**src/rtl/mem_wait_pkg.sv**
```systemverilog
package mem_wait_pkg;
  typedef enum logic [1:0] {
    FSRC_BASE = 2'd0,
    FSRC_FAST = 2'd1,
    FSRC_WIN  = 2'd2
  } fsrc_e;
endpackage

```
**src/rtl/mem_wait_rst_sync.sv**
```systemverilog
module mem_wait_rst_sync #(
  parameter int STAGES = 2
) (
  input  logic clk,
  input  logic rst_n,
  output logic rst_s
);
  logic [STAGES-1:0] sync_q;

  generate
    for (genvar g = 0; g < STAGES; g++) begin : g_stage
      always_ff @(posedge clk or negedge rst_n) begin
        if (!rst_n) begin
          sync_q[g] <= 1'b0;
        end else begin
          if (g == 0) sync_q[g] <= 1'b1;
          else        sync_q[g] <= sync_q[(g == 0) ? 0 : g-1];
        end
      end
    end
  endgenerate

  assign rst_s = sync_q[STAGES-1];
endmodule

```
**src/rtl/mem_wait_factor_sel.sv**
```systemverilog
module mem_wait_factor_sel
  import mem_wait_pkg::*;
#(
  parameter int unsigned CNT_W       = 4,
  parameter int unsigned BASE_FACTOR = 3,
  parameter int unsigned FAST_FACTOR = 2,
  parameter int unsigned WIN_FACTOR  = 2
) (
  input  logic             map_en,
  input  logic             win_en,
  input  logic             map_fast,
  output logic [CNT_W-1:0] factor
);
  localparam logic [CNT_W-1:0] BASE_V = CNT_W'(BASE_FACTOR);
  localparam logic [CNT_W-1:0] FAST_V = CNT_W'(FAST_FACTOR);
  localparam logic [CNT_W-1:0] WIN_V  = CNT_W'(WIN_FACTOR);

  fsrc_e src;

  // Window with mapping unit has the last word, then fast mapping.
  always_comb begin
    src = FSRC_BASE;
    if (map_fast)          src = FSRC_FAST;
    if (map_en && win_en)  src = FSRC_WIN;
  end

  always_comb begin
    unique case (src)
      FSRC_FAST: factor = FAST_V;
      FSRC_WIN:  factor = WIN_V;
      default:   factor = BASE_V;
    endcase
  end
endmodule

```
**src/rtl/mem_wait_counter.sv**
```systemverilog
module mem_wait_counter #(
  parameter int unsigned CNT_W = 4
) (
  input  logic             clk,
  input  logic             rst_s,
  input  logic             acc_stb,
  input  logic             fast_clk,
  input  logic [CNT_W-1:0] factor,
  output logic [CNT_W-1:0] cnt_q,
  output logic             extra_q
);
  logic [CNT_W:0]   cnt_inc;
  logic [CNT_W-1:0] cnt_d;
  logic             cnt_en;
  logic             fire;
  logic             active;

  always_comb begin
    active  = acc_stb && fast_clk && (factor != '0);
    cnt_inc = {1'b0, cnt_q} + {{CNT_W{1'b0}}, 1'b1};
    fire    = active && (cnt_inc >= {1'b0, factor});
    cnt_en  = active;
    cnt_d   = fire ? '0 : cnt_inc[CNT_W-1:0];
  end

  always_ff @(posedge clk or negedge rst_s) begin
    if (!rst_s) begin
      cnt_q <= '0;
    end else if (cnt_en) begin
      cnt_q <= cnt_d;
    end
  end

  always_ff @(posedge clk or negedge rst_s) begin
    if (!rst_s) begin
      extra_q <= 1'b0;
    end else begin
      extra_q <= fire;
    end
  end
endmodule

```
**src/rtl/mem_wait_inserter.sv**
```systemverilog
module mem_wait_inserter #(
  parameter int unsigned MAX_FACTOR  = 15,
  parameter int unsigned BASE_FACTOR = 3,
  parameter int unsigned FAST_FACTOR = 2,
  parameter int unsigned WIN_FACTOR  = 2,
  parameter int unsigned SYNC_STAGES = 2
) (
  input  logic clk,
  input  logic rst_n,
  input  logic acc_stb,
  input  logic fast_clk,
  input  logic map_en,
  input  logic win_en,
  input  logic map_fast,
  output logic extra_clk
);
  localparam int unsigned CNT_W = $clog2(MAX_FACTOR + 1);

  logic             rst_s;
  logic [CNT_W-1:0] factor_w;
  logic [CNT_W-1:0] cnt_q;

  mem_wait_rst_sync #(.STAGES(SYNC_STAGES)) u_rst (
    .clk   (clk),
    .rst_n (rst_n),
    .rst_s (rst_s)
  );

  mem_wait_factor_sel #(
    .CNT_W       (CNT_W),
    .BASE_FACTOR (BASE_FACTOR),
    .FAST_FACTOR (FAST_FACTOR),
    .WIN_FACTOR  (WIN_FACTOR)
  ) u_sel (
    .map_en   (map_en),
    .win_en   (win_en),
    .map_fast (map_fast),
    .factor   (factor_w)
  );

  mem_wait_counter #(.CNT_W(CNT_W)) u_cnt (
    .clk      (clk),
    .rst_s    (rst_s),
    .acc_stb  (acc_stb),
    .fast_clk (fast_clk),
    .factor   (factor_w),
    .cnt_q    (cnt_q),
    .extra_q  (extra_clk)
  );
endmodule

```
**config.mk**
```make
export PLATFORM = sky130hd
export DESIGN_NAME = mem_wait_inserter
export DESIGN_NICKNAME = d
export VERILOG_FILES = /design/src/rtl/mem_wait_pkg.sv /design/src/rtl/mem_wait_rst_sync.sv /design/src/rtl/mem_wait_factor_sel.sv /design/src/rtl/mem_wait_counter.sv /design/src/rtl/mem_wait_inserter.sv
export SDC_FILE = /design/constraint.sdc
export NUM_CORES = 1
export LEC_CHECK = 0
export BUFFER_PORTS_ARGS = -buffer_cell sky130_fd_sc_hd__buf_2
export CAP_MARGIN = 15
export CORE_AREA = 2 2 39 41
export DETAILED_ROUTE_END_ITERATION = 12
export DIE_AREA = 0 0 41 43
export GPL_ROUTABILITY_DRIVEN = 0
export PLACE_DENSITY = 0.48
export SLEW_MARGIN = 25
export SYNTH_ARGS = -nofsm -noshare
export SYNTH_HDL_FRONTEND = slang
export SYNTH_SLANG_ARGS = --single-unit
```
**constraint.sdc**
```tcl
create_clock -name clk -period 0.8 [get_ports clk]
set_input_delay 0.08 -clock clk [delete_from_list [all_inputs] [get_ports clk]]
set_output_delay 0.08 -clock clk [all_outputs]
set_load 0.005 [all_outputs]
```
# ---- Word level (Yosys, flattened, before mapping)
# Index checks and enable logic that the tools add are counted.
dict set report classes {
  mux 4
  div 0
  n_addsub 1
  bitwise 0
  mul 0
  n_reduce_logical 6
  eq_ne 2
  shifts 0
  n_lt_le_gt_ge 1
}
# op n
set ops {}
lappend ops {{adder 4 x 1 -> 5 bit (second input constant)} 1}
lappend ops {{>= comparator 5 x 2 -> 1 bit} 1}
lappend ops {{logical AND 1 bit} 4}
lappend ops {{two-way mux 4 bit} 1}
lappend ops {{nonzero test 4 bit} 1}
lappend ops {{== test 2 x 1 -> 1 bit (second input constant)} 1}
lappend ops {{== test 2 bit (second input constant)} 1}
lappend ops {{two-way mux 1 bit} 2}
lappend ops {{two-way mux 2 bit} 1}
lappend ops {{OR reduction 2 bit} 1}
dict set report word_totals {
  memories 0
  elab_cells 18
  register_bits 7
  latch_bits 0
  mem_bits_rw 0
  mem_bits_ro 0
  output_inout_bits 1
}

# ---- Depth between registers and ports, before layout
# Gate-level depths: netlist (run 1).
dict set report depth {
  word_depth 9
  mapped_depth 5
  ltp_nobuf 5
}

# ---- Cells and area by module
# From an unflattened synthesis (run 1), not the netlist that was laid out.
dict set report hier_totals {
  cells_unflattened 49
  hier_area_um2 500.5
}
# mod n_inst cells_each area_per_inst_um2
set by_module_without_submodules {}
lappend by_module_without_submodules {mem_wait_counter 1 40 407.9}
lappend by_module_without_submodules {mem_wait_rst_sync 1 3 53.8}
lappend by_module_without_submodules {mem_wait_factor_sel 1 6 38.8}

# ---- Least setup slack after synthesis (run 1)
# OpenSTA, ideal clock, no wires.
dict set report synth_timing {
  path_kind {flip-flop to flip-flop}
  from {register u_cnt.cnt_q[0]}
  to {register u_cnt.cnt_q[0]}
  arrival_time_ps 1118
  synth_period_minus_slack_ps 1240
  t_required_ps 678
  path_buffers 0
  path_stages_with_launch 5
  slack_ps -440
  cell_sequence {dfrtp_1 ha_1 a21boi_1 a21o_1 a32o_1}
}
dict set report synth_between {
  elab_chain_cells 4
}
# item line_no
set synth_lines {}
lappend synth_lines {{from (decl)} mem_wait_counter.sv:9} ;# output logic [CNT_W-1:0] cnt_q,
lappend synth_lines {{from (signal assigned)} mem_wait_counter.sv:30} ;# cnt_q <= cnt_d;
lappend synth_lines {{adder 4 x 1 -> 5 bit *} mem_wait_counter.sv:20} ;# cnt_inc = {1'b0, cnt_q} + {{CNT_W{1'b0}}, 1'b1};
lappend synth_lines {{>= comparator 5 x 2 -> 1 bit} mem_wait_counter.sv:21} ;# fire = active && (cnt_inc >= {1'b0, factor});
lappend synth_lines {{logical AND 1 bit} mem_wait_counter.sv:21}
lappend synth_lines {{two-way mux 4 bit *} mem_wait_counter.sv:23} ;# cnt_d = fire ? '0 : cnt_inc[CNT_W-1:0];
# Every way passes the cells marked *; elsewhere a longest branch is shown, timed or not.
# A chain may end at the register's enable or synchronous reset.

# ---- Worst setup path in the final report (run 1)
# Same ends and word-level chain as after synthesis.

==> reports/qor.csv, run 1 <==
metric,value,unit
CTS Sinks,7,
CP Depth,4,
fmax,0.8276,GHz
mux cell area share after synthesis,0,%
Via Count,228,
failing checks,negative setup slack,
Worst Slack Setup Final,-408.3,ps
Crit path largest cell delay,400,ps
dpl cell area,377.9,sq um
die width,41,um
RSZ-0062 raised after global routing,yes,
clk slew on worst S/H paths,50,ps
maxcap violations,0,
slowest CP cell,dfrtp_1,
hold slack,18.02,ps
status,finished with violations,
Routed WL,502,um
clock network fraction of design power,27.5,%
WP buf/inv,0,
FF-to-FF path depth,4,
WS Path Type,reg2reg,
nets@finish,50,
Layout fillers,147,
post-route cell area,414.1,sq um
Top delay family on crit path,compound AO/OA/AOI/OAI gates,
P_sw,0.3061,mW
hpwl dp,427,um
largest family of logic cells by synthesized area,compound AO/OA/AOI/OAI gates,
crit-path max FO,3,
Die H,43,um
Peak VDD IR,1.049,mV
initial core utilization,21.25,%
Fin Clk Skew,1.579,ps
first-pass GRT wire length,917,um
Setup TNS Final,-1116,ps
global route overflow,0,
cell count after synthesis,25,
DR WL/cell,8.964,um
TritonCTS clock tree,done,
synth unique cells,15,
core area,1384,sq um
final slew viol count,0,
port buffer count,7,
RR Startpoint,u_cnt.cnt_q[0]$_DFFE_PN0P_,
Antenna Cells,0,
"area leader, netlist",dfrtp_1,
post-synthesis adder-cell area fraction,8.511,%
pin count of the biggest net entering global routing,6,
PwrDens,2675,nW/um^2
htree depth,1,
sequential-to-total area share from yosys stat,59.57,%
I/O Pins,8,
CP Data Arrival Time,1330,ps
critical-path cell list,ha_2 -> a21boi_1 -> a21o_1 -> a32o_1,
initial antenna violation count,0,
Avg Inst Size Synth,11.76,sq um
1st-iter DRT viols,3,
share of post-route cells with drive strength above 1,37.50,%
fin util,29.93,%
Lkg Pwr,0.2018,nW
post-synthesis sequential element count,7,
Final min period,1208,ps
1st-pass router iterations,2,
Worst Setup SP,u_cnt.cnt_q[0]$_DFFE_PN0P_,
Yosys Warn Count,0,
largest cells by area after synthesis,"dfrtp_1, ha_1, a32o_1, a21oi_1, a21boi_1",
num rows,14,
vias in the first global route,236,
"Data required, critical path",930,ps
worst skew pair latency,240,ps
Logic pwr share,31.9,%
startpoint types,flip-flop,
Post-Syn Area,294.0,sq um
part of the power in registers,40.6,%
Post-Synth Simple-Gate Area,8.936,%
Sw Share,27.63,%
crit end category,flip-flop,
final hold viol count,0,
reg-to-reg endpoint,u_cnt.cnt_q[0]$_DFFE_PN0P_,
HP Class,in2reg,
"commonest cells after routing, fill and taps aside","buf_2, dfrtp_1, clkbuf_4, buf_4",
antenna-violating nets left,0,
vias per cell,4.071,
DRC viols,0,
final non-filler cell total,56,
Clock Tree Buf Depth,2,
Clock Tree Root,clkbuf_4,
compound-cell area share of the yosys netlist,19.15,%
Synth-to-Final Area Change,40.85,%
Internal,0.8018,mW
CTS Buf Count,3,
worst setup path endpoint,u_cnt.cnt_q[0]$_DFFE_PN0P_,
Synth Area in XOR/XNOR,0,%
Tot GR Track Use,7.935,%
period utilisation layout,151.0,%
full die area,1763,sq um
Synth Net Count,34,
Final setup viols,3,
Inst Count DP,51,
reg2reg setup slack,-410,ps
share of Yosys cell area claimed by the top area cell type,59.57,%
-- flip-flops by register name (all words and copies together), names as in the netlist --
register,count
u_rst.sync_q,1
u_rst.rst_s,1
u_cnt.extra_q,1
u_cnt.cnt_q,4
-- worst min-delay path by stage --
stage	startpoint	to	slack, ps	cells after the start
global route	fast_clk	u_cnt.cnt_q[3]$_DFFE_PN0P_	20	2
global placement	rst_n	u_rst.rst_s$_DFF_PN0_	-140	1
finish	fast_clk	u_cnt.cnt_q[3]$_DFFE_PN0P_	20	2
detailed placement	rst_n	u_rst.rst_s$_DFF_PN0_	-130	1
CTS	fast_clk	u_cnt.cnt_q[3]$_DFFE_PN0P_	8	2
floorplan	rst_n	u_rst.rst_s$_DFF_PN0_	-220	0
-- area by class of cell --
cell class,instances,area (sq um),area share [%]
flip-flops and latches,7,175.2,42.30
multi-input cells,16,117.6,28.40
repair buffers,11,67.56,16.31
clock buffers,4,26.28,6.344
well taps,16,20.02,4.834
inverters,2,7.507,1.813
-- per-layer routing --
| metal | share of wire (%) | up-vias | GRT usage (%) | wire (um) |
|---|---|---|---|---|
| met5 | 0 | - | 0 | 0 |
| met3 | 4.0 | 0 | 4.712 | 20 |
| met2 | 50 | 4 | 10.63 | 253 |
| met4 | 0 | 0 | 4.000 | 0 |
| li1 | - | 119 | - | - |
| met1 | 45 | 105 | 9.732 | 227 |
-- per-stage QoR --
step / setup slack, ps / power (mW)
final: -408.3 / 1.108
after global routing: -472.9 / 1.187
after CTS: -420.7 / 1.136
after detailed placement: -413.7 / 0.8161
after global placement: -400.0 / 0.8003
after floorplan: -383.9 / 0.6699
-- timing repair --
item | CTS | global route
setup buffers | 0 | 0
endpoints found under the hold margin | 2 | 0
hold buffers | 1 | 0
endpoints found under the setup margin | 4 | 4
pin swaps | 1 | 0
resized for setup | 0 | 0
-- cells by family after synthesis --
group           after synthesis
other cells                   1
buf+inv                       2
fa+ha+maj                     2
flops                         7
simple gates                  5
compound gates                8
-- power groups by stage --
| stage | Combinational [mW] | Sequential [mW] | Clock [mW] |
|---|---|---|---|
| after global routing | 0.392 | 0.459 | 0.335 |
| after CTS | 0.362 | 0.453 | 0.321 |
| after floorplan | 0.207 | 0.463 | 0 |
| after detailed placement | 0.358 | 0.459 | 0 |
| final | 0.353 | 0.450 | 0.305 |
| after global placement | 0.344 | 0.456 | 0 |
-- cell usage after synthesis, drive strengths merged --
cell / count
a21boi: 1
nor3b: 1
ha: 2
nor2: 1
a32o: 2
dfrtp: 7
nand2: 1
a31oi: 1
o21ai: 1
nor3: 1
a21oi: 2
inv: 2
and2: 1
a21o: 1
conb: 1
Note: power is estimated with default switching activity, not from simulation.
==> run 2, diff against run 1 <==
- clock period: 0.8 -> 1.6 ns (I/O delays scaled with it)
==> reports/qor.csv, run 2 (synthesized netlist as in run 1, its figures left out) <==
metric,value,unit,change
nets@finish,47,,-6.0%
Final setup viols,0,,-3
Routed WL,483,um,-3.8%
CP Data Arrival Time,1510,ps,+180 ps
fmax,0.7534,GHz,-9.0%
CTS Buf Count,3,,unchanged
PwrDens,1320,nW/um^2,-51%
crit-path max FO,5,,+2
DR WL/cell,9.113,um,+1.7%
HP Class,reg2async,,
RSZ-0062 raised after global routing,no,,
pin count of the biggest net entering global routing,7,,+1
M3 GR Usage,1.571,%,-3.1 points
DRC viols,0,,unchanged
Antenna Cells,0,,unchanged
Final min period,1327,ps,+119.0 ps
Peak VDD IR,0.4392,mV,-58%
1st-pass router iterations,4,,+2
startpoint types,flip-flop,,
Layout fillers,140,,-4.8%
register area,175.2,sq um,unchanged
final hold viol count,0,,unchanged
Top reg by flops,u_cnt.cnt_q,,
busiest grt layer,met2,,
initial antenna violation count,0,,unchanged
1st-iter DRT viols,4,,+1
Lkg Pwr,0.1882,nW,-6.7%
Clock Tree Root,clkbuf_4,,
post-CTS setup repair buffer count,0,,unchanged
clk slew on worst S/H paths,50,ps,about the same
global route overflow,0,,unchanged
period utilisation layout,82.96,%,-68 points
htree depth,1,,unchanged
Synth-to-Final Area Change,31.06,%,
"commonest cells after routing, fill and taps aside","buf_2, dfrtp_1, clkbuf_4",,
vias in the first global route,250,,+5.9%
reg2reg setup slack,270,ps,+680 ps
num rows,14,,unchanged
Setup TNS Final,0,ps,+1116 ps
met1 Use GR,9.967,%,+0.24 points
FF-to-FF path depth,3,,-1
I/O Pins,8,,unchanged
crit end category,flip-flop,,
worst skew pair latency,250,ps,about the same
hpwl dp,379.3,um,-11%
TritonCTS clock tree,done,,
area of the multi-input gates,111.4,sq um,-5.3%
Die H,43,um,unchanged
full die area,1763,sq um,unchanged
die width,41,um,unchanged
maxcap violations,0,,unchanged
met2 GRT Util,10.94,%,+0.31 points
Clock Tree Buf Depth,2,,unchanged
post-CTS sizing,0,,unchanged
port buffer count,7,,unchanged
first-pass GRT wire length,952,um,+3.8%
vias per cell,4.358,,+7.1%
"Data required, critical path",1780,ps,+850 ps
max reg flops,4,,unchanged
hold slack,76.57,ps,+58.55 ps
Fin Clk Skew,0.1228,ps,-1.456 ps
share of post-route cells with drive strength above 1,27.03,%,-10 points
final slew viol count,0,,unchanged
Via Count,231,,+1.3%
WS Path Type,reg2reg,,
initial core utilization,21.25,%,unchanged
Tot GR Track Use,8.418,%,+0.48 points
CTS Sinks,7,,unchanged
antenna-violating nets left,0,,unchanged
core area,1384,sq um,unchanged
status,"finished, final reports clean",,
[run 2: cell types whose count changed in the layout (fill, tap and decap cells not counted)]
| cell | change |
|---|---|
| ha_1 | +1 |
| buf_4 | -3 |
| ha_2 | -1 |
| o21ai_0 | +1 |
| o21ai_2 | -1 |
[run 2: final timing paths]
| path | to | start |
|---|---|---|
| hold reg to reg | u_cnt.extra_q$_DFF_PN0_ | u_rst.rst_s$_DFF_PN0_ |
| min in group clk | u_cnt.cnt_q[3]$_DFFE_PN0P_ | fast_clk |
| setup / recovery | u_cnt.cnt_q[0]$_DFFE_PN0P_ | u_cnt.cnt_q[0]$_DFFE_PN0P_ |
| hold / removal | u_cnt.extra_q$_DFF_PN0_ | u_rst.rst_s$_DFF_PN0_ |
| setup reg to reg | u_cnt.cnt_q[0]$_DFFE_PN0P_ | u_cnt.cnt_q[0]$_DFFE_PN0P_ |
| max in group asynchronous | u_rst.rst_s$_DFF_PN0_ | rst_n |
[run 2: stage by stage]
| stage | power (mW) | instances | area [sq um] | setup WS, ps | utilization [%] |
|---|---|---|---|---|---|
| 4_1_cts | 0.5148 | 53 | 385.4 | 283.8 | 27.85 |
| 2_1_floorplan | 0.3133 | 25 | 294.0 | 360.2 | - |
| 3_3_place_gp | 0.3467 | 48 | 349.1 | 306.4 | 25.23 |
| 5_1_grt | 0.5514 | 53 | 385.4 | 205.5 | 27.85 |
| 6_report | 0.5086 | 53 | 385.4 | 272.6 | 27.85 |
| 3_5_place_dp | 0.3507 | 48 | 349.1 | 292.2 | 25.23 |
[run 2: critical path, cell delays in order, from the launching register on]
cell     delay [ps]
dfrtp_1         420
ha_1            300
o21ai_0         310
a32o_1          230
[run 2: metal layers]
layer  wire, um  vias to the layer above  part of all wire (%)
li1           -                      112                     -
met1        218                      107                    45
met2        232                       10                    48
met3         28                        2                   5.8
met4          4                        0                  0.83
met5          0                        -                     0
[run 2: where the power goes]
group | switching, mW | internal, mW
Combinational | 0.0556 | 0.0622
Clock | 0.0632 | 0.0950
Sequential | 0.0263 | 0.206
[run 2: cell type report]
class / count / area share (%)
inverter: 2 / 1.948
timing repair buffer: 8 / 11.69
tap: 16 / 5.195
sequential: 7 / 45.45
multi-input combinational: 16 / 28.90
clock buffer: 4 / 6.818
[run 2: timing repair]
item,4_1_cts,5_1_grt
hold buffers,1,0
endpoints found under the setup margin,0,0
endpoints found under the hold margin,2,0
